**config.mk**
```make
export PLATFORM = sky130hd
export DESIGN_NAME = iq_writer
export DESIGN_NICKNAME = d
export VERILOG_FILES = /design/src/rtl/iqw_pkg.sv /design/src/rtl/iqw_ctrl.sv /design/src/rtl/iqw_datapath.sv /design/src/rtl/iq_writer.sv
export SDC_FILE = /design/constraint.sdc
export NUM_CORES = 2
export LEC_CHECK = 0
export ABC_CLOCK_PERIOD_IN_PS = 14340
export BUFFER_PORTS_ARGS = -buffer_cell sky130_fd_sc_hd__buf_2
export CAP_MARGIN = 20
export CORE_MARGIN = 5
export CORE_UTILIZATION = 30
export DETAILED_ROUTE_END_ITERATION = 7
export SYNTH_ARGS = -nofsm -noshare
export SYNTH_HDL_FRONTEND = slang
export SYNTH_SLANG_ARGS = --single-unit
```
**constraint.sdc**
```tcl
create_clock -name clk -period 14.34 [get_ports clk]
set_clock_uncertainty 0.15 [all_clocks]
set_input_delay 2.151 -clock clk [delete_from_list [all_inputs] [get_ports clk]]
set_output_delay 2.151 -clock clk [all_outputs]
set_load 0.1 [all_outputs]
```
**src/rtl/iqw_pkg.sv**
```systemverilog
package iqw_pkg;
  localparam int OFF_W      = 4;
  localparam int LEN_W      = 5;
  localparam int LINE_SLOTS = 16;
  localparam int WR_RATE    = 6;
  localparam int RD_RATE    = 5;
  localparam int IQ_DEPTH   = 18;
  localparam int LCP_COST   = 3;

  localparam int SLOT_W = $clog2(LINE_SLOTS);
  localparam int CNT_W  = $clog2(LINE_SLOTS + 1);
  localparam int GRP_W  = $clog2(WR_RATE + 1);
  localparam int OUT_W  = $clog2(RD_RATE + 1);
  localparam int PTR_W  = $clog2(IQ_DEPTH);
  localparam int OCC_W  = $clog2(IQ_DEPTH + 1);
  localparam int PEN_W  = $clog2(LCP_COST * LINE_SLOTS + 1);

  typedef struct packed {
    logic             lcp;
    logic             br;
    logic [LEN_W-1:0] len;
    logic [OFF_W-1:0] off;
  } insnRec_t;

  typedef struct packed {
    logic             load;
    logic             flush;
    logic [GRP_W-1:0] wrCount;
    logic [CNT_W-1:0] grpBase;
  } ctlStrobe_t;
endpackage

```
**src/rtl/iqw_ctrl.sv**
```systemverilog
module iqw_ctrl
  import iqw_pkg::*;
(
  input  logic                  clk,
  input  logic                  rst_n,
  input  logic                  flush,
  input  logic                  lineValid,
  input  logic [CNT_W-1:0]      lineCount,
  input  logic [LINE_SLOTS-1:0] lineLcp,
  input  logic [OCC_W-1:0]      freeSlots,
  output logic                  lineReady,
  output ctlStrobe_t            strobes
);
  localparam logic [CNT_W-1:0] RATE_C = CNT_W'(WR_RATE);
  localparam logic [PEN_W-1:0] COST_C = PEN_W'(LCP_COST);

  logic             busy;
  logic [PEN_W-1:0] penLeft;
  logic [CNT_W-1:0] remLeft;
  logic [CNT_W-1:0] baseIdx;

  logic [CNT_W-1:0] lcpCount;
  logic [GRP_W-1:0] group;
  logic             penDone, canWrite, lastStep, load;

  // Only flags of valid records count toward the delay.
  always_comb begin
    lcpCount = '0;
    for (int i = 0; i < LINE_SLOTS; i++) begin
      if (CNT_W'(i) < lineCount && lineLcp[i]) lcpCount = lcpCount + 1'b1;
    end
  end

  assign group    = (remLeft > RATE_C) ? GRP_W'(WR_RATE) : GRP_W'(remLeft);
  assign penDone  = (penLeft == '0);
  assign canWrite = busy && penDone && (remLeft != '0) && (freeSlots >= OCC_W'(group));
  assign lastStep = busy && penDone && ((remLeft == '0) || (canWrite && remLeft <= RATE_C));
  assign lineReady = !busy || lastStep;
  assign load      = lineValid && lineReady && !flush;

  assign strobes.load    = load;
  assign strobes.flush   = flush;
  assign strobes.wrCount = canWrite ? group : '0;
  assign strobes.grpBase = baseIdx;

  always_ff @(posedge clk) begin
    if (!rst_n || flush) begin
      busy    <= 1'b0;
      penLeft <= '0;
      remLeft <= '0;
      baseIdx <= '0;
    end else if (load) begin
      busy    <= 1'b1;
      penLeft <= PEN_W'(lcpCount) * COST_C;
      remLeft <= lineCount;
      baseIdx <= '0;
    end else if (busy) begin
      if (!penDone) begin
        penLeft <= penLeft - 1'b1;
      end else if (lastStep) begin
        busy    <= 1'b0;
        remLeft <= '0;
      end else if (canWrite) begin
        remLeft <= remLeft - CNT_W'(group);
        baseIdx <= baseIdx + CNT_W'(group);
      end
    end
  end
endmodule

```
**src/rtl/iqw_datapath.sv**
```systemverilog
module iqw_datapath
  import iqw_pkg::*;
(
  input  logic                        clk,
  input  logic                        rst_n,
  input  ctlStrobe_t                  strobes,
  input  logic [LINE_SLOTS*OFF_W-1:0] lineOffsets,
  input  logic [LINE_SLOTS*LEN_W-1:0] lineLengths,
  input  logic [LINE_SLOTS-1:0]       lineLcp,
  input  logic [LINE_SLOTS-1:0]       lineBranch,
  input  logic [OUT_W-1:0]            decTake,
  output logic [OCC_W-1:0]            freeSlots,
  output logic [OCC_W-1:0]            occupancy,
  output logic [OUT_W-1:0]            outCount,
  output logic [RD_RATE*OFF_W-1:0]    outOffsets,
  output logic [RD_RATE*LEN_W-1:0]    outLengths,
  output logic [RD_RATE-1:0]          outLcp,
  output logic [RD_RATE-1:0]          outBranch
);
  insnRec_t lineBuf [LINE_SLOTS];
  insnRec_t queue   [IQ_DEPTH];
  logic [PTR_W-1:0] wrPtr, rdPtr;
  logic [OCC_W-1:0] occ;
  logic [OUT_W-1:0] take;

  function automatic logic [PTR_W-1:0] wrapIdx(input logic [PTR_W:0] x);
    if (x >= (PTR_W+1)'(IQ_DEPTH)) return PTR_W'(x - (PTR_W+1)'(IQ_DEPTH));
    return PTR_W'(x);
  endfunction

  assign occupancy = occ;
  assign freeSlots = OCC_W'(IQ_DEPTH) - occ;
  assign outCount  = (occ > OCC_W'(RD_RATE)) ? OUT_W'(RD_RATE) : OUT_W'(occ);
  assign take      = (decTake > outCount) ? outCount : decTake;

  always_ff @(posedge clk) begin
    if (strobes.load) begin
      for (int i = 0; i < LINE_SLOTS; i++) begin
        lineBuf[i] <= '{lcp: lineLcp[i], br: lineBranch[i],
                        len: lineLengths[i*LEN_W +: LEN_W],
                        off: lineOffsets[i*OFF_W +: OFF_W]};
      end
    end
  end

  always_ff @(posedge clk) begin
    for (int i = 0; i < WR_RATE; i++) begin
      if (!strobes.flush && GRP_W'(i) < strobes.wrCount &&
          (int'(strobes.grpBase) + i) < LINE_SLOTS) begin
        queue[wrapIdx({1'b0, wrPtr} + (PTR_W+1)'(i))] <=
          lineBuf[SLOT_W'(int'(strobes.grpBase) + i)];
      end
    end
  end

  always_ff @(posedge clk) begin
    if (!rst_n || strobes.flush) begin
      wrPtr <= '0;
      rdPtr <= '0;
      occ   <= '0;
    end else begin
      wrPtr <= wrapIdx({1'b0, wrPtr} + (PTR_W+1)'(strobes.wrCount));
      rdPtr <= wrapIdx({1'b0, rdPtr} + (PTR_W+1)'(take));
      occ   <= occ + OCC_W'(strobes.wrCount) - OCC_W'(take);
    end
  end

  for (genvar j = 0; j < RD_RATE; j++) begin : g_out
    insnRec_t slotRec;
    assign slotRec = queue[wrapIdx({1'b0, rdPtr} + (PTR_W+1)'(j))];
    assign outOffsets[j*OFF_W +: OFF_W] = slotRec.off;
    assign outLengths[j*LEN_W +: LEN_W] = slotRec.len;
    assign outLcp[j]    = slotRec.lcp;
    assign outBranch[j] = slotRec.br;
  end
endmodule

```
**src/rtl/iq_writer.sv**
```systemverilog
module iq_writer
  import iqw_pkg::*;
(
  input  logic                        clk,
  input  logic                        rst_n,
  input  logic                        flush,
  input  logic                        lineValid,
  output logic                        lineReady,
  input  logic [CNT_W-1:0]            lineCount,
  input  logic [LINE_SLOTS*OFF_W-1:0] lineOffsets,
  input  logic [LINE_SLOTS*LEN_W-1:0] lineLengths,
  input  logic [LINE_SLOTS-1:0]       lineLcp,
  input  logic [LINE_SLOTS-1:0]       lineBranch,
  input  logic [OUT_W-1:0]            decTake,
  output logic [OUT_W-1:0]            outCount,
  output logic [RD_RATE*OFF_W-1:0]    outOffsets,
  output logic [RD_RATE*LEN_W-1:0]    outLengths,
  output logic [RD_RATE-1:0]          outLcp,
  output logic [RD_RATE-1:0]          outBranch
);
  ctlStrobe_t       strobes;
  logic [OCC_W-1:0] freeSlots;
  logic [OCC_W-1:0] occupancy;

  iqw_ctrl u_ctrl (
    .clk(clk), .rst_n(rst_n), .flush(flush), .lineValid(lineValid),
    .lineCount(lineCount), .lineLcp(lineLcp), .freeSlots(freeSlots),
    .lineReady(lineReady), .strobes(strobes)
  );

  iqw_datapath u_dp (
    .clk(clk), .rst_n(rst_n), .strobes(strobes),
    .lineOffsets(lineOffsets), .lineLengths(lineLengths),
    .lineLcp(lineLcp), .lineBranch(lineBranch), .decTake(decTake),
    .freeSlots(freeSlots), .occupancy(occupancy), .outCount(outCount),
    .outOffsets(outOffsets), .outLengths(outLengths),
    .outLcp(outLcp), .outBranch(outBranch)
  );
endmodule

```
Word level (Yosys, flattened, before mapping)
Memories as Yosys holds them, arrays and structs flattened. A register that Yosys moved wholly into a read port is not among the register bits.
Index checks and enable logic that the tools add are counted.
{"block": "classes", "multipliers": 1, "n_lt_le_gt_ge": 46, "n_addsub": 50, "n_bitwise": 1, "div_mod_pow": 0, "muxes": 101, "shift": 0, "n_eq_ne": 1, "reduce_logical": 51}
{"operator": "$mux W5", "count": 52}
{"operator": "$lt A32 B6 Y1 const B", "count": 5}
{"operator": "$add A5 B1 Y5 const B", "count": 14}
{"operator": "$ge A6 B5 Y1 const B", "count": 11}
{"operator": "$sub A5 B5 Y5 const B", "count": 13}
{"operator": "$lt A4 B5 Y1 const A", "count": 8}
{"operator": "$mux W1", "count": 40}
{"operator": "$add A5 B2 Y6 const B", "count": 6}
{"operator": "$logic_and A1 B1 Y1", "count": 35}
{"operator": "$add A5 B3 Y6 const B", "count": 5}
{"operator": "$lt A3 B5 Y1 const A", "count": 4}
{"operator": "$add A5 B1 Y6 const B", "count": 3}
{"operator": "$mux W6", "count": 3}
{"operator": "$add A5 B3 Y6", "count": 2}
{"operator": "$mux W3", "count": 4}
{"operator": "$add A5 B3 Y5", "count": 2}
{"operator": "$ge A5 B5 Y1 const B", "count": 2}
{"operator": "$gt A5 B3 Y1 const B", "count": 2}
{"operator": "$lt A1 B5 Y1 const A", "count": 2}
{"operator": "$lt A2 B5 Y1 const A", "count": 2}
{"operator": "$sub A5 B3 Y5", "count": 2}
{"operator": "$mux W4", "count": 2}
{"operator": "$logic_not A6 Y1", "count": 1}
{"operator": "$lt A1 B3 Y1 const A", "count": 2}
{"operator": "22 further kinds", "count": 29}
{"block": "word_totals", "input_bits": 188, "out_inout_bits": 59, "regBits": 32, "latchBits": 0, "word_cells": 260, "rom_bits": 0, "ram_bits": 374, "n_memories": 2}
{"name": "u_dp.queue", "words": 18, "width": 11, "read_ports": 5, "rd_clocked_by_memory_dff": 0, "wr": 6, "line": "iqw_datapath.sv:21", "rtl": "insnRec_t queue [IQ_DEPTH];"}
{"name": "u_dp.lineBuf", "words": 16, "width": 11, "read_ports": 6, "rd_clocked_by_memory_dff": 1, "wr": 16, "line": "iqw_datapath.sv:20", "rtl": "insnRec_t lineBuf [LINE_SLOTS];"}

Depth between registers and ports, before layout
{"block": "depth", "word_depth": 35, "depth_mapped": 54, "mapped_depth_nobuf": 52}

Modules after synthesis
Synthesis repeated with hierarchy kept, for this count alone.
{"block": "unflattened", "cells_unflattened": 4185, "hier_area_um2": 42081.6}
{"mod": "iqw_datapath", "area_each_um2": 38839.8, "n_inst": 1, "seq_area_each_um2": 11531.1, "cells_per_inst": 3766}
{"mod": "iqw_ctrl", "area_each_um2": 3241.9, "n_inst": 1, "seq_area_each_um2": 340.3, "cells_per_inst": 419}

Worst setup path after synthesis
OpenSTA, ideal clock, no wires.
{"block": "synth_timing", "path_kind": "input to register", "start": "input lineCount[3]", "end": "register u_ctrl.penLeft[5]", "stages": 53, "t_arrival_ns": 11.841, "required_time_ns": 14.057, "setup_ns": 0.133, "slack_ns": 2.216, "n_path_buf": 3, "path_cell_list": "buf_6 -> or3_4 -> clkbuf_1 -> o21ai_0 -> inv_1 -> ha_1 -> clkbuf_1 -> xnor2_1 -> ha_1 -> and4b_1 -> a211oi_1 -> a31o_2 -> o21ai_0 -> o21ai_0 -> ha_1 -> nand3_1 -> o31ai_1 -> nor2_1 -> [... 17 more ...] -> xor2_1 -> mux2_2 -> ha_1 -> o22a_1 -> ha_1 -> nand2_1 -> nand2_1 -> ha_1 -> nand3_1 -> or4_1 -> mux2i_1 -> xor2_1 -> xor2_1 -> ha_1 -> a21oi_1 -> xnor3_1 -> a21oi_1 -> nor2_1"}
{"block": "synth_between", "elab_chain_len": 35, "elab_cells_between_ends": 65, "cone_classes": "add/sub: 15; mul: 1; order compare: 16; mux: 17; reduce/logical: 16"}
{"item": "from (decl)", "line": "iq_writer.sv:9", "rtl": "input logic [CNT_W-1:0] lineCount,"}
{"item": "$lt A1 B5 Y1", "line": "iqw_ctrl.sv:30", "rtl": "if (CNT_W'(i) < lineCount && lineLcp[i]) lcpCount = lcpCount + 1'b1;"}
{"item": "$logic_and A1 B1 Y1", "line": "iqw_ctrl.sv:30"}
{"item": "$mux W1", "line": "iqw_ctrl.sv:30"}
{"item": "$add A1 B1 Y2", "line": "iqw_ctrl.sv:30"}
{"item": "$mux W5", "line": "iqw_ctrl.sv:30"}
{"item": "$add A5 B1 Y5", "line": "iqw_ctrl.sv:30"}
{"item": "$mux W5", "line": "iqw_ctrl.sv:30"}
{"item": "$add A5 B1 Y5", "line": "iqw_ctrl.sv:30"}
{"item": "[... 19 more ...]"}
{"item": "$add A5 B1 Y5", "line": "iqw_ctrl.sv:30"}
{"item": "$mux W5", "line": "iqw_ctrl.sv:30"}
{"item": "$add A5 B1 Y5", "line": "iqw_ctrl.sv:30"}
{"item": "$mux W5", "line": "iqw_ctrl.sv:30"}
{"item": "$add A5 B1 Y5", "line": "iqw_ctrl.sv:30"}
{"item": "$mux W5 *", "line": "iqw_ctrl.sv:30"}
{"item": "$mul A5 B2 Y6 *", "line": "iqw_ctrl.sv:54", "rtl": "penLeft <= PEN_W'(lcpCount) * COST_C;"}
{"item": "$mux W6 *", "line": "iqw_ctrl.sv:52", "rtl": "end else if (load) begin"}
{"item": "to (signal assigned)", "line": "iqw_ctrl.sv:54"}
{"item": "to (signal assigned)", "line": "iqw_ctrl.sv:59", "rtl": "penLeft <= penLeft - 1'b1;"}
{"item": "to (decl)", "line": "iqw_ctrl.sv:18", "rtl": "logic [PEN_W-1:0] penLeft;"}
Every way passes the cells marked *; elsewhere a longest branch is shown, timed or not.
A chain may end at the register's enable or synchronous reset.

Worst setup path in the final report
{"block": "layout_timing", "start": "input lineCount[4]", "end": "register u_ctrl.penLeft[5]"}
Same word-level chain as after synthesis.

==> results.md <==
- Status: finished clean
- Initial DRC Count: 4531
- Setup crit start kind: input port
- Worst-path clk slew: 0.06 ns
- CP Max Fanout: 21
- Mean Syn Cell Area: 11.2 um^2
- Max IR drop VDD: 121 uV
- Final min period: 12.53 ns
- Wire per inst: 27.9 um
- NumNets Final: 4188
- Initial Util: 30.1%
- Number of antenna violations at the first check in global routing: 11
- Worst Hold Class: flip-flop to flip-flop
- Main synth FF type: edfxtp_1
- Most frequent CP cell: ha_1
- Critical path endpoint category: flip-flop
- Grt ovf: 0
- CP max-delay cell: or4_1
- Num CTS Buffers: 45
- Number of setup buffers added after CTS: 0
- Core area: 145000 um^2
- Via density: 6.00
- Via count: 35154
- WL final: 163000 um
- Relative slew slack: 16.4%
- Antenna Violating Nets Remaining: 0
- Die Width: 392 um
- Drt drc: 0
- Post-synth ARST share: 0%
- Final worst-path cycle share: 87.4%
- Power Density: 130 nW/um^2
- R2r worst-path depth: 14
- Die height: 392 um
- CP required: 14.67 ns
- Crit Path Class: input port to flip-flop
- Max-cap violations: 0
- Clk buf depth: 3
- TNS Setup: 0 ns
- CTS-repair resized insts: 0
- Clk Latency, worst-skew pair: 0.63 ns
- 1st-pass router iterations: 8
- GPL Wtd Cong: 0.972
- Netlist Area Pre-Place: 43800 um^2
- Pwr Total: 6.31 mW
- Syn_nets: 4206
- # clock sinks: 410
- First-pass GRT wire length: 238000 um
- Die ar.: 154000 um^2
- Setup Viol. Count Final: 0
- Io pins: 247
- Slew Viols, Final: 0
- Post-synth cell types: 83
- Hpwl dp: 123000 um
- F_max: 79.8 MHz
- CTS root buf: clkbuf_16
- Layout overhead on the synthesized area: 10.9%
- RSZ-0062 raised after global routing: false
- Seq/Total Area, Yosys: 27.3%
- Htree depth: 2
- Hold-fix buffers, CTS: 0
- CP arrival: 12.86 ns
- Number of global-route vias before repair: 33186
- FF+latch count, synth: 410
- Hold Path Depth: 2
- Slew @ Worst Pin: 1.25 ns
- Num rows: 140
- Port buffer count: 246
- Post-Syn Instances: 3919
- Share of cells above drive strength 1: 30.2%
- P_leak: 17.7 nW
- GR Util All Layers: 20.6%
- Synth warn: 0
- TritonCTS clock tree: yes
- Hold Vio Cnt, Final: 0
- Final Util: 33.4%
- Largest net degree at the start of global routing: 137
- Most common cell after layout, fill and taps aside: mux2i_1
- EDFF count, synth: 374
- Commonest non-fill, non-tap cells in the layout: 559 x mux2i_1, 528 x mux4_2, 398 x nand2_1
- Max incr delay on CP: 0.52 ns
## final timing paths
path | slack [ns] | start | endpoint
setup / recovery | 1.81 | lineCount[4] | u_ctrl.penLeft[5]$_SDFFE_PP0P_
hold / removal | 0.37 | u_ctrl.remLeft[0]$_SDFFE_PP0P_ | u_ctrl.remLeft[0]$_SDFFE_PP0P_
setup reg to reg | 8.10 | u_dp.wrPtr[1]$_SDFF_PP0_ | u_dp.queue[3][10]$_DFFE_PP_
hold reg to reg | 0.37 | u_ctrl.remLeft[0]$_SDFFE_PP0P_ | u_ctrl.remLeft[0]$_SDFFE_PP0P_
## worst max-delay path, delay by kind of cell
family	cells	cell delay, ns
compound gates	15	2.74
buf+inv	2	0.36
xor+xnor	8	1.65
mux	3	0.55
fa+ha+maj	10	2.91
simple gates	13	2.48
## final cells by class
type	instances	area, um^2
Multi-Input combinational cell	3043	30400
Fill cell	14418	96800
Clock inverter	34	467
Timing Repair Buffer	328	1960
Sequential cell	410	12000
Inverter	73	289
Antenna cell	3	7.51
Clock buffer	49	1140
Tap cell	1917	2400
## flip-flops by register name, summed over array words and instances (netlist names), named ones only
name and flops:
u_dp.queue 198, u_dp.lineBuf 176, u_ctrl.penLeft 6, u_ctrl.baseIdx 5, u_ctrl.remLeft 5, u_dp.occupancy 5
u_dp.rdPtr 5, u_dp.wrPtr 5, u_ctrl.busy 1
## metal layers
| metal | part of all wire (%) | up-vias | wire length (um) | GRT usage (%) |
|---|---|---|---|---|
| met5 | 0 | - | 0 | 0 |
| met4 | 2.8 | 0 | 4550 | 5.35 |
| met3 | 10 | 268 | 16800 | 4.73 |
| li1 | - | 15317 | - | - |
| met1 | 44 | 17280 | 71300 | 30.1 |
| met2 | 43 | 2289 | 70700 | 30.8 |
## power by group
group	total [mW]	switching, mW	leakage [nW]	internal [mW]
sequential	1.42	0.0691	3.72	1.35
combinational	3.62	2.43	13.2	1.19
clock	1.28	0.543	0.770	0.735
total	6.31	3.04	17.7	3.27
## Yosys cell counts (4+ instances only)
cell type / number / area (um^2)
a21oi_1: 125 / 626
and3_1: 13 / 81.3
a211oi_1: 117 / 878
inv_1: 66 / 248
nand2_1: 398 / 1490
xnor3_1: 6 / 135
nor3b_1: 4 / 30.0
fa_1: 7 / 140
o21ai_0: 224 / 1120
mux4_2: 528 / 11900
nand3_1: 62 / 310
ha_1: 92 / 1150
nor2b_1: 44 / 275
clkbuf_1: 295 / 1110
mux2i_1: 561 / 5620
o211ai_1: 36 / 270
nor2_1: 232 / 871
buf_2: 4 / 20.0
a31oi_1: 15 / 93.8
or4_1: 9 / 67.6
o31ai_1: 26 / 195
dfxtp_1: 36 / 721
xor2_1: 31 / 272
mux2_2: 172 / 1940
nand2b_1: 11 / 68.8
o21ai_1: 14 / 70.1
xnor2_1: 83 / 727
o22ai_1: 10 / 62.6
o21a_1: 11 / 82.6
a21o_1: 45 / 338
or2_2: 10 / 62.6
nand3b_1: 4 / 30.0
inv_2: 5 / 18.8
nor3_1: 36 / 180
or3_1: 10 / 62.6
nand4_1: 13 / 81.3
buf_1: 92 / 345
a21boi_0: 4 / 30.0
nor4_1: 7 / 43.8
edfxtp_1: 374 / 11200
and2_1: 20 / 125
## cell families (layout without fill, tap and decap cells)
group | after synthesis | in the layout | synth area share [%]
adders and majority gates | 100 | 100 | 2.97
other | 1 | 4 | 0.00856
muxes | 1262 | 1262 | 44.4
xor gates and xnor gates | 127 | 127 | 2.90
and+or+nand+nor | 886 | 886 | 8.90
DFF | 410 | 410 | 27.3
buffers and inverters | 466 | 484 | 4.04
AOI/OAI and AO/OA | 667 | 667 | 9.50
## per-stage QoR
step                      area [um^2]  setup WS [ns]  hold slack [ns]  cells
final                           48600           1.81            0.370   5857
after global placement          46800           1.29            0.355   5760
after global routing            48600          0.857            0.398   5855
after CTS                       48500           1.85            0.367   5847
after detailed placement        46800           1.18            0.359   5764
after floorplan                 43800           2.22            0.337   3919
Power figures use the tool's default switching activity.
